--- src/rtl/dsm_pkg.sv ---
package dsm_pkg;

  typedef enum logic [1:0] {
    MODE_WIDE     = 2'b00,
    MODE_DUAL     = 2'b01,
    MODE_NARROW   = 2'b10,
    MODE_DUAL_ALT = 2'b11
  } scan_mode_e;

  function automatic logic is_dual(input scan_mode_e m);
    return (m == MODE_DUAL) || (m == MODE_DUAL_ALT);
  endfunction

endpackage

--- src/rtl/dsm_offset.sv ---
module dsm_offset #(
  parameter int FULL_LEN = 80,
  parameter int OW       = 7
) (
  input  logic          clk,
  input  logic          rst,
  input  logic          home_req,
  input  logic          shift_req,
  input  logic          shift_left,
  output logic [OW-1:0] off_q,
  output logic [OW-1:0] off_nxt
);

  localparam logic [OW-1:0] LAST = OW'(FULL_LEN - 1);

  always_comb begin
    off_nxt = off_q;
    if (home_req) begin
      off_nxt = '0;
    end else if (shift_req) begin
      if (shift_left) off_nxt = (off_q == LAST) ? '0 : off_q + 1'b1;
      else            off_nxt = (off_q == '0) ? LAST : off_q - 1'b1;
    end
  end

  always_ff @(posedge clk) begin
    if (rst) off_q <= '0;
    else     off_q <= off_nxt;
  end

endmodule

--- src/rtl/dsm_map.sv ---
module dsm_map
  import dsm_pkg::*;
#(
  parameter int LINE_LEN    = 40,
  parameter int FULL_LEN    = 80,
  parameter int LINE2_BASE  = 64,
  parameter int NARROW_COLS = 16,
  parameter int CW          = 5,
  parameter int OW          = 7,
  parameter int AW          = 7
) (
  input  scan_mode_e    mode,
  input  logic          line,
  input  logic [CW-1:0] col,
  input  logic [OW-1:0] off,
  output logic [AW-1:0] addr
);

  localparam int SW  = OW + 1;
  localparam int NCB = $clog2(NARROW_COLS);
  localparam logic [SW-1:0] LEN_LINE = SW'(LINE_LEN);
  localparam logic [SW-1:0] LEN_FULL = SW'(FULL_LEN);

  logic          wide;
  logic          upper;
  logic [SW-1:0] eoff, colx, len, sum, wrapped;

  always_comb begin
    wide  = (mode == MODE_WIDE);
    upper = is_dual(mode) && line;
    len   = wide ? LEN_FULL : LEN_LINE;
    eoff  = {1'b0, off};
    if (!wide && eoff >= LEN_LINE) eoff = eoff - LEN_LINE;
    colx  = wide ? SW'(col) : SW'(col[NCB-1:0]);
    sum   = colx + eoff;
    wrapped = (sum >= len) ? sum - len : sum;
    addr  = AW'(wrapped) + (upper ? AW'(LINE2_BASE) : '0);
  end

endmodule

--- src/rtl/dsm_guard.sv ---
module dsm_guard
  import dsm_pkg::*;
#(
  parameter int FULL_LEN  = 80,
  parameter int WIDE_COLS = 32,
  parameter int OW        = 7
) (
  input  scan_mode_e    mode,
  input  logic [OW-1:0] off,
  output logic          hazard
);

  localparam logic [OW-1:0] FIRST_BAD = OW'(FULL_LEN - WIDE_COLS + 1);

  always_comb hazard = (mode == MODE_WIDE) && (off >= FIRST_BAD);

endmodule

--- src/rtl/dsm_shift_mapper.sv ---
module dsm_shift_mapper
  import dsm_pkg::*;
#(
  parameter int LINE_LEN    = 40,
  parameter int NUM_LINES   = 2,
  parameter int LINE2_BASE  = 64,
  parameter int WIDE_COLS   = 32,
  parameter int NARROW_COLS = 16,
  parameter int ADDR_W      = 7,
  localparam int FULL_LEN   = LINE_LEN * NUM_LINES,
  localparam int OW         = $clog2(FULL_LEN),
  localparam int CW         = $clog2(WIDE_COLS)
) (
  input  logic              clk,
  input  logic              rst,
  input  logic [1:0]        mode,
  input  logic              shift_req,
  input  logic              shift_left,
  input  logic              home_req,
  input  logic              pos_valid,
  input  logic              pos_line,
  input  logic [CW-1:0]     pos_col,
  output logic              addr_valid,
  output logic [ADDR_W-1:0] addr,
  output logic              wrap_hazard
);

  scan_mode_e        mode_e;
  logic [OW-1:0]     off_q, off_nxt;
  logic [ADDR_W-1:0] map_addr;
  logic              haz_nxt;

  assign mode_e = scan_mode_e'(mode);

  dsm_offset #(.FULL_LEN(FULL_LEN), .OW(OW)) u_off (
    .clk(clk), .rst(rst), .home_req(home_req), .shift_req(shift_req),
    .shift_left(shift_left), .off_q(off_q), .off_nxt(off_nxt)
  );

  dsm_map #(
    .LINE_LEN(LINE_LEN), .FULL_LEN(FULL_LEN), .LINE2_BASE(LINE2_BASE),
    .NARROW_COLS(NARROW_COLS), .CW(CW), .OW(OW), .AW(ADDR_W)
  ) u_map (
    .mode(mode_e), .line(pos_line), .col(pos_col), .off(off_q), .addr(map_addr)
  );

  dsm_guard #(.FULL_LEN(FULL_LEN), .WIDE_COLS(WIDE_COLS), .OW(OW)) u_guard (
    .mode(mode_e), .off(off_nxt), .hazard(haz_nxt)
  );

  always_ff @(posedge clk) begin
    if (rst) begin
      addr_valid  <= 1'b0;
      addr        <= '0;
      wrap_hazard <= 1'b0;
    end else begin
      addr_valid  <= pos_valid;
      if (pos_valid) addr <= map_addr;
      wrap_hazard <= haz_nxt;
    end
  end

endmodule

--- config.mk ---
export PLATFORM = sky130hd
export DESIGN_NAME = dsm_shift_mapper
export DESIGN_NICKNAME = d
export VERILOG_FILES = /design/src/rtl/dsm_pkg.sv /design/src/rtl/dsm_offset.sv /design/src/rtl/dsm_map.sv /design/src/rtl/dsm_guard.sv /design/src/rtl/dsm_shift_mapper.sv
export SDC_FILE = /design/constraint.sdc
export NUM_CORES = 1
export LEC_CHECK = 0
export ABC_AREA = 0
export ABC_CLOCK_PERIOD_IN_PS = 4400
export BUFFER_PORTS_ARGS = -buffer_cell sky130_fd_sc_hd__buf_2
export CAP_MARGIN = 40
export CORE_MARGIN = 2
export CORE_UTILIZATION = 50
export CTS_CLUSTER_SIZE = 8
export DETAILED_ROUTE_END_ITERATION = 10
export PLACE_DENSITY = 0.76
export SLEW_MARGIN = 25
export SYNTH_ARGS = -nofsm -noshare
export SYNTH_HDL_FRONTEND = slang
export SYNTH_SLANG_ARGS = --single-unit
--- constraint.sdc ---
create_clock -name clk -period 4.4 [get_ports clk]
set_input_delay 0 -clock clk [delete_from_list [all_inputs] [get_ports clk]]
set_output_delay 0 -clock clk [all_outputs]
set_load 0.005 [all_outputs]
After elaboration in Yosys (flattened, before gate mapping)
Cells that the tools add are included.
{ "classes": {"addsub": 6, "n_lt_le_gt_ge": 3, "n_eq_ne": 3, "n_mux": 10, "n_reduce_logical": 7} }
{ "ops": {"columns": ["cell", "count"], "rows": [
  ["7-bit 2-to-1 mux", 8],
  ["7-bit by 6-bit greater-or-equal comparator with 1-bit output, second input constant", 2],
  ["5-bit by 8-bit adder with 8-bit output", 1],
  ["8-bit by 7-bit greater-or-equal comparator with 1-bit output", 1],
  ["8-bit 2-to-1 mux", 1],
  ["7-bit by 6-bit subtractor with 8-bit output, second input constant", 1],
  ["7-bit by 1-bit adder with 7-bit output, second input constant", 1],
  ["7-bit adder", 1],
  ["7-bit equality test, second input constant", 1],
  ["7-bit logical NOT", 1],
  ["7-bit by 1-bit subtractor with 7-bit output, second input constant", 1],
  ["7-bit subtractor", 1],
  ["5-bit 2-to-1 mux", 1],
  ["1-bit logical AND", 3],
  ["2-bit by 1-bit equality test with 1-bit output, second input constant", 1],
  ["2-bit equality test, second input constant", 1],
  ["2-bit logical NOT", 1],
  ["1-bit logical NOT", 1],
  ["1-bit logical OR", 1]
]} }
{ "word_totals": {"reg_bits": 16, "out_inout_bits": 9, "word_cells": 33} }

Longest topological paths before layout
{ "logic_depth": {"ltp_word": 8, "mapped_depth": 18, "ltp_nobuf": 18} }

Hierarchy
From an unflattened synthesis, not the netlist that was laid out.
{ "hier_totals": {"cells_unflattened": 184, "hier_area_um2": 1576.5} }
{ "modules_own_cells": {"columns": ["module", "instances", "cells_per_inst", "area_per_inst_um2", "seq_area_each_um2"], "rows": [
  ["dsm_offset", 1, 81, 654.4, 140.1],
  ["dsm_map", 1, 72, 589.3, 0.0],
  ["dsm_shift_mapper", 1, 27, 305.3, 180.2],
  ["dsm_guard", 1, 4, 27.5, 0.0]
]} }

Least setup slack after synthesis
OpenSTA, ideal clock, no wires.
{ "synth_timing": {"kind": "flip-flop to flip-flop", "startpoint": "register u_off.off_q[4]", "endpoint": "register addr[3]", "setup_ns": 0.086, "t_arrival_ns": 3.584, "required_time_ns": 4.314, "path_slack_ns": 0.731, "path_stages_with_launch": 16, "n_path_buf": 1, "path_cell_list": "dfxtp_1 -> buf_2 -> o21a_1 -> o21ai_0 -> o21ai_0 -> ha_1 -> nand2_1 -> o21ai_0 -> xor2_1 -> ha_1 -> nand4_1 -> nor4b_1 -> or3_4 -> a211oi_4 -> mux2_2 -> a211oi_1"} }
{ "synth_between": {"elab_chain_cells": 7} }
{ "synth_rtl": {"columns": ["element", "line_no", "text"], "rows": [
  ["start: declaration", "dsm_offset.sv:10", "output logic [OW-1:0] off_q,"],
  ["start signal: assignment", "dsm_offset.sv:28", "else off_q <= off_nxt;"],
  ["7-bit by 6-bit greater-or-equal comparator with 1-bit output", "dsm_map.sv:33", "if (!wide && eoff >= LEN_LINE) eoff = eoff - LEN_LINE;"],
  ["1-bit logical AND", "dsm_map.sv:33", null],
  ["8-bit 2-to-1 mux (*)", "dsm_map.sv:33", null],
  ["5-bit by 8-bit adder with 8-bit output (*)", "dsm_map.sv:35", "sum = colx + eoff;"],
  ["7-bit subtractor or 8-bit by 7-bit greater-or-equal comparator with 1-bit output (tied branches)", "dsm_map.sv:36", "wrapped = (sum >= len) ? sum - len : sum;"],
  ["7-bit 2-to-1 mux (*)", "dsm_map.sv:36", null],
  ["7-bit adder (*)", "dsm_map.sv:37", "addr = AW'(wrapped) + (upper ? AW'(LINE2_BASE) : '0);"],
  ["end signal: assignment", "dsm_shift_mapper.sv:58", "if (pos_valid) addr <= map_addr;"],
  ["end: declaration", "dsm_shift_mapper.sv:24", "output logic [ADDR_W-1:0] addr,"]
]} }
Mark *: on every way between the ends. The rest lies on a longest branch, timed or not.
A chain may end at the register's enable or synchronous reset.

Final worst setup path
{ "layout_timing": {"startpoint": "register u_off.off_q[3]", "endpoint": "register addr[3]"} }
Same word-level chain as after synthesis.

==> metrics.txt <==
fin nets=242; Final Max Tran Viols=0; Hold Path Origin=rst; Detailed Route WL=3.600 mm; Vias/cell=5.942; Worst setup EP type=register; post-synthesis sequential area ratio=21.16%; Mapped Cells=190; commonest non-fill, non-tap cell in the layout=buf_2; hold path cells=2; # resized after CTS=0; initial antenna violation count=0; most frequent CP cell=ha_1; Non-Filler Instances=240; fin area=0.001669 mm2; htree depth=1; net switching power=0.1390 mW; Starting DRT DRC Count=85; Clk Latency, worst-skew pair=310 ps; Die Height=59.03 um; skew final=18.72 ps; Worst setup SP type=register; final core utilization=59.50%; clk slew on worst S/H paths=110 ps; period utilization=92.54%; worst path bufs/invs=1; setup TNS=0 ps; Min-Delay Path Class=input pin to register; Yosys reg bits=16; dpl hpwl=2.857 mm; Post-Syn Area per Cell=7.968 um2; vias=1,426; Root Buffer=clkbuf_4; CTS tree=done; Synth Warn #=0; length in cells of the worst reg-to-reg path=14; first-pass GRT wire length=5.816 mm; Initial Util=53.97%; internal power=0.2664 mW; Comb pwr share=34.3%; most frequent cells in the layout=buf_2 (22), nor2_1 (16), ha_1 (16), dfxtp_1 (16), nand2_1 (14); FF-to-FF Start=u_off.off_q[3]; WHS=38.64 ps; fillers=259; Layout Area Growth over Synthesis=10.25%; total power draw=0.4054 mW; Synth top area share=21.16%; worst path cell trace=inv_1 > ha_1 > o21ai_0 > ha_1 > a21oi_1 > o21ai_0 > xor2_1 > ha_1 > nand4_1 > nor4b_1 > or3_4 > a211oi_4 > mux2_2 > a211oi_1; Post-Syn Area=0.001514 mm2; maximum VDD drop=0.00009076 V; Fmax=0.2456 GHz; core area=0.002805 mm2; total global routing overflow=0; Die W=59.03 um; R2R Setup Slk=330 ps; Area after DPL=0.001623 mm2; Residual DRC=0; post-route setup slack=328.5 ps; worst rel slew slack=54.07%; critical path peak fanout=10; Num CTS Buffers=3; number of port buffers=22; Final Hold Fails=0; Setup WS pre-CTS=402.7 ps; number of nets with antenna violations after routing=0; number of global-route vias before repair=1,335; share of layout cells above drive strength 1=16.75%; Final GP Congestion=0.9468; clk buf depth=2; status=finished clean; WP data required=4610 ps; # setup viols final=0; CTS Sinks=16; critical path's slowest cell=dfxtp_1; maxcap violations=0; post-synth cell types=47; Power Density=242.9 mW/mm2; Flop pwr share=40.2%; Multi-input gate area=0.001105 mm2; Crit Path Class=register to register; critical path data arrival time=4280 ps; Rows=19; die area=0.003484 mm2; Synth async-reset ratio=0%; placed cell count=235; Sw Share=34.29%; Top FF cell, synth=dfxtp_1; Synth area leader=dfxtp_1; Ports=23; Final min period=4072 ps; RSZ-0062 raised after global routing=no; Post-synth EDFFs=0; Tot GR Track Use=21.70%; Clock Power Share=25.5%; # diodes=0; Static Leak=0.7369 nW; drt first pass iters=4; Worst Hold Path EP=u_off.off_q[2]; Synth area leaders=dfxtp_1 (21%), ha_1 (13%), mux2i_1 (4.6%); slowest cell delay on critical path=550 ps; CP top delay family=compound AO/OA/AOI/OAI gates; largest net degree at the start of global routing=16; syn_nets=222; RR Endpoint=addr[3]; Reg area=320.3 um2; Worst-Margin Slew=682.8 ps; average wire per standard cell=15.00 um
==> Yosys cell counts, types with 2 or more instances <==
master and count:
xor2_1 4, or3_1 2, nor2b_1 5, and3_1 2
clkbuf_1 3, o21ai_1 3, a21oi_1 10, o22ai_1 2
or3_4 2, a21oi_2 2, nand2b_1 6, buf_2 5
nand4_1 2, nand2_1 14, o21ai_0 10, a21boi_0 2
nor3_1 6, dfxtp_1 16, nor2_1 16, nand3_1 4
a21o_1 2, and2_1 3, inv_1 11, mux2i_1 7
xnor2_1 6, ha_1 16, fa_1 2, nor4_1 4
a31oi_1 2, a22oi_1 2, a211oi_1 3
==> worst max-delay path by stage <==
stage | from | to | slack [ps] | cells after the start
floorplan | u_off.off_q[4] | addr[3] | 730 | 15
global placement | u_off.off_q[3] | addr[3] | 560 | 14
detailed placement | u_off.off_q[3] | addr[3] | 400 | 14
CTS | u_off.off_q[3] | addr[3] | 370 | 14
global route | u_off.off_q[3] | addr[3] | 50 | 14
finish | u_off.off_q[3] | addr[3] | 330 | 14
==> what timing repair did <==
action,4_1_cts,5_1_grt
endpoints found under the hold margin,3,0
hold buffers,1,0
setup buffers,0,0
endpoints found under the setup margin,0,0
==> logic make-up after synthesis <==
logic type	synth area share, %
flops	21.16
fa+ha+maj	15.87
xor+xnor	5.785
buf+inv	5.867
simple gates	24.96
compound gates	20.99
mux	5.372
==> power groups by stage <==
stage	combinational [mW]	clock, mW	sequential [mW]
after floorplan	0.103	0	0.163
after CTS	0.139	0.106	0.163
after global placement	0.133	0	0.166
final	0.139	0.103	0.163
after global routing	0.156	0.112	0.164
after detailed placement	0.138	0	0.166
==> worst register-to-register path, stage by stage (launching register included) <==
cell and delay, ps:
dfxtp_1 550, inv_1 130, ha_1 300, o21ai_0 280, ha_1 320, a21oi_1 120
o21ai_0 190, xor2_1 210, ha_1 370, nand4_1 110, nor4b_1 60, or3_4 410
a211oi_4 310, mux2_2 390, a211oi_1 220
==> cell type report <==
class,count,share of cell area [%]
Tap cell,31,2.324
Timing Repair Buffer,24,7.646
Inverter,11,2.474
Multi-Input combinational cell,154,66.19
Sequential cell,16,19.19
Clock buffer,4,2.174
==> metal layers <==
| layer | GRT usage [%] | up-vias | share of wire (%) |
|---|---|---|---|
| li1 | - | 715 | - |
| met1 | 26.75 | 662 | 42 |
| met2 | 38.41 | 44 | 51 |
| met3 | 4.148 | 5 | 5.9 |
| met4 | 5.844 | 0 | 1.4 |
| met5 | 0 | - | 0 |
==> sequential cells by signal (all words and copies together), names as in the netlist <==
name,flops
addr_valid,1
addr,7
wrap_hazard,1
u_off.off_q,7
No activity file was read; power rests on OpenSTA's default activity.
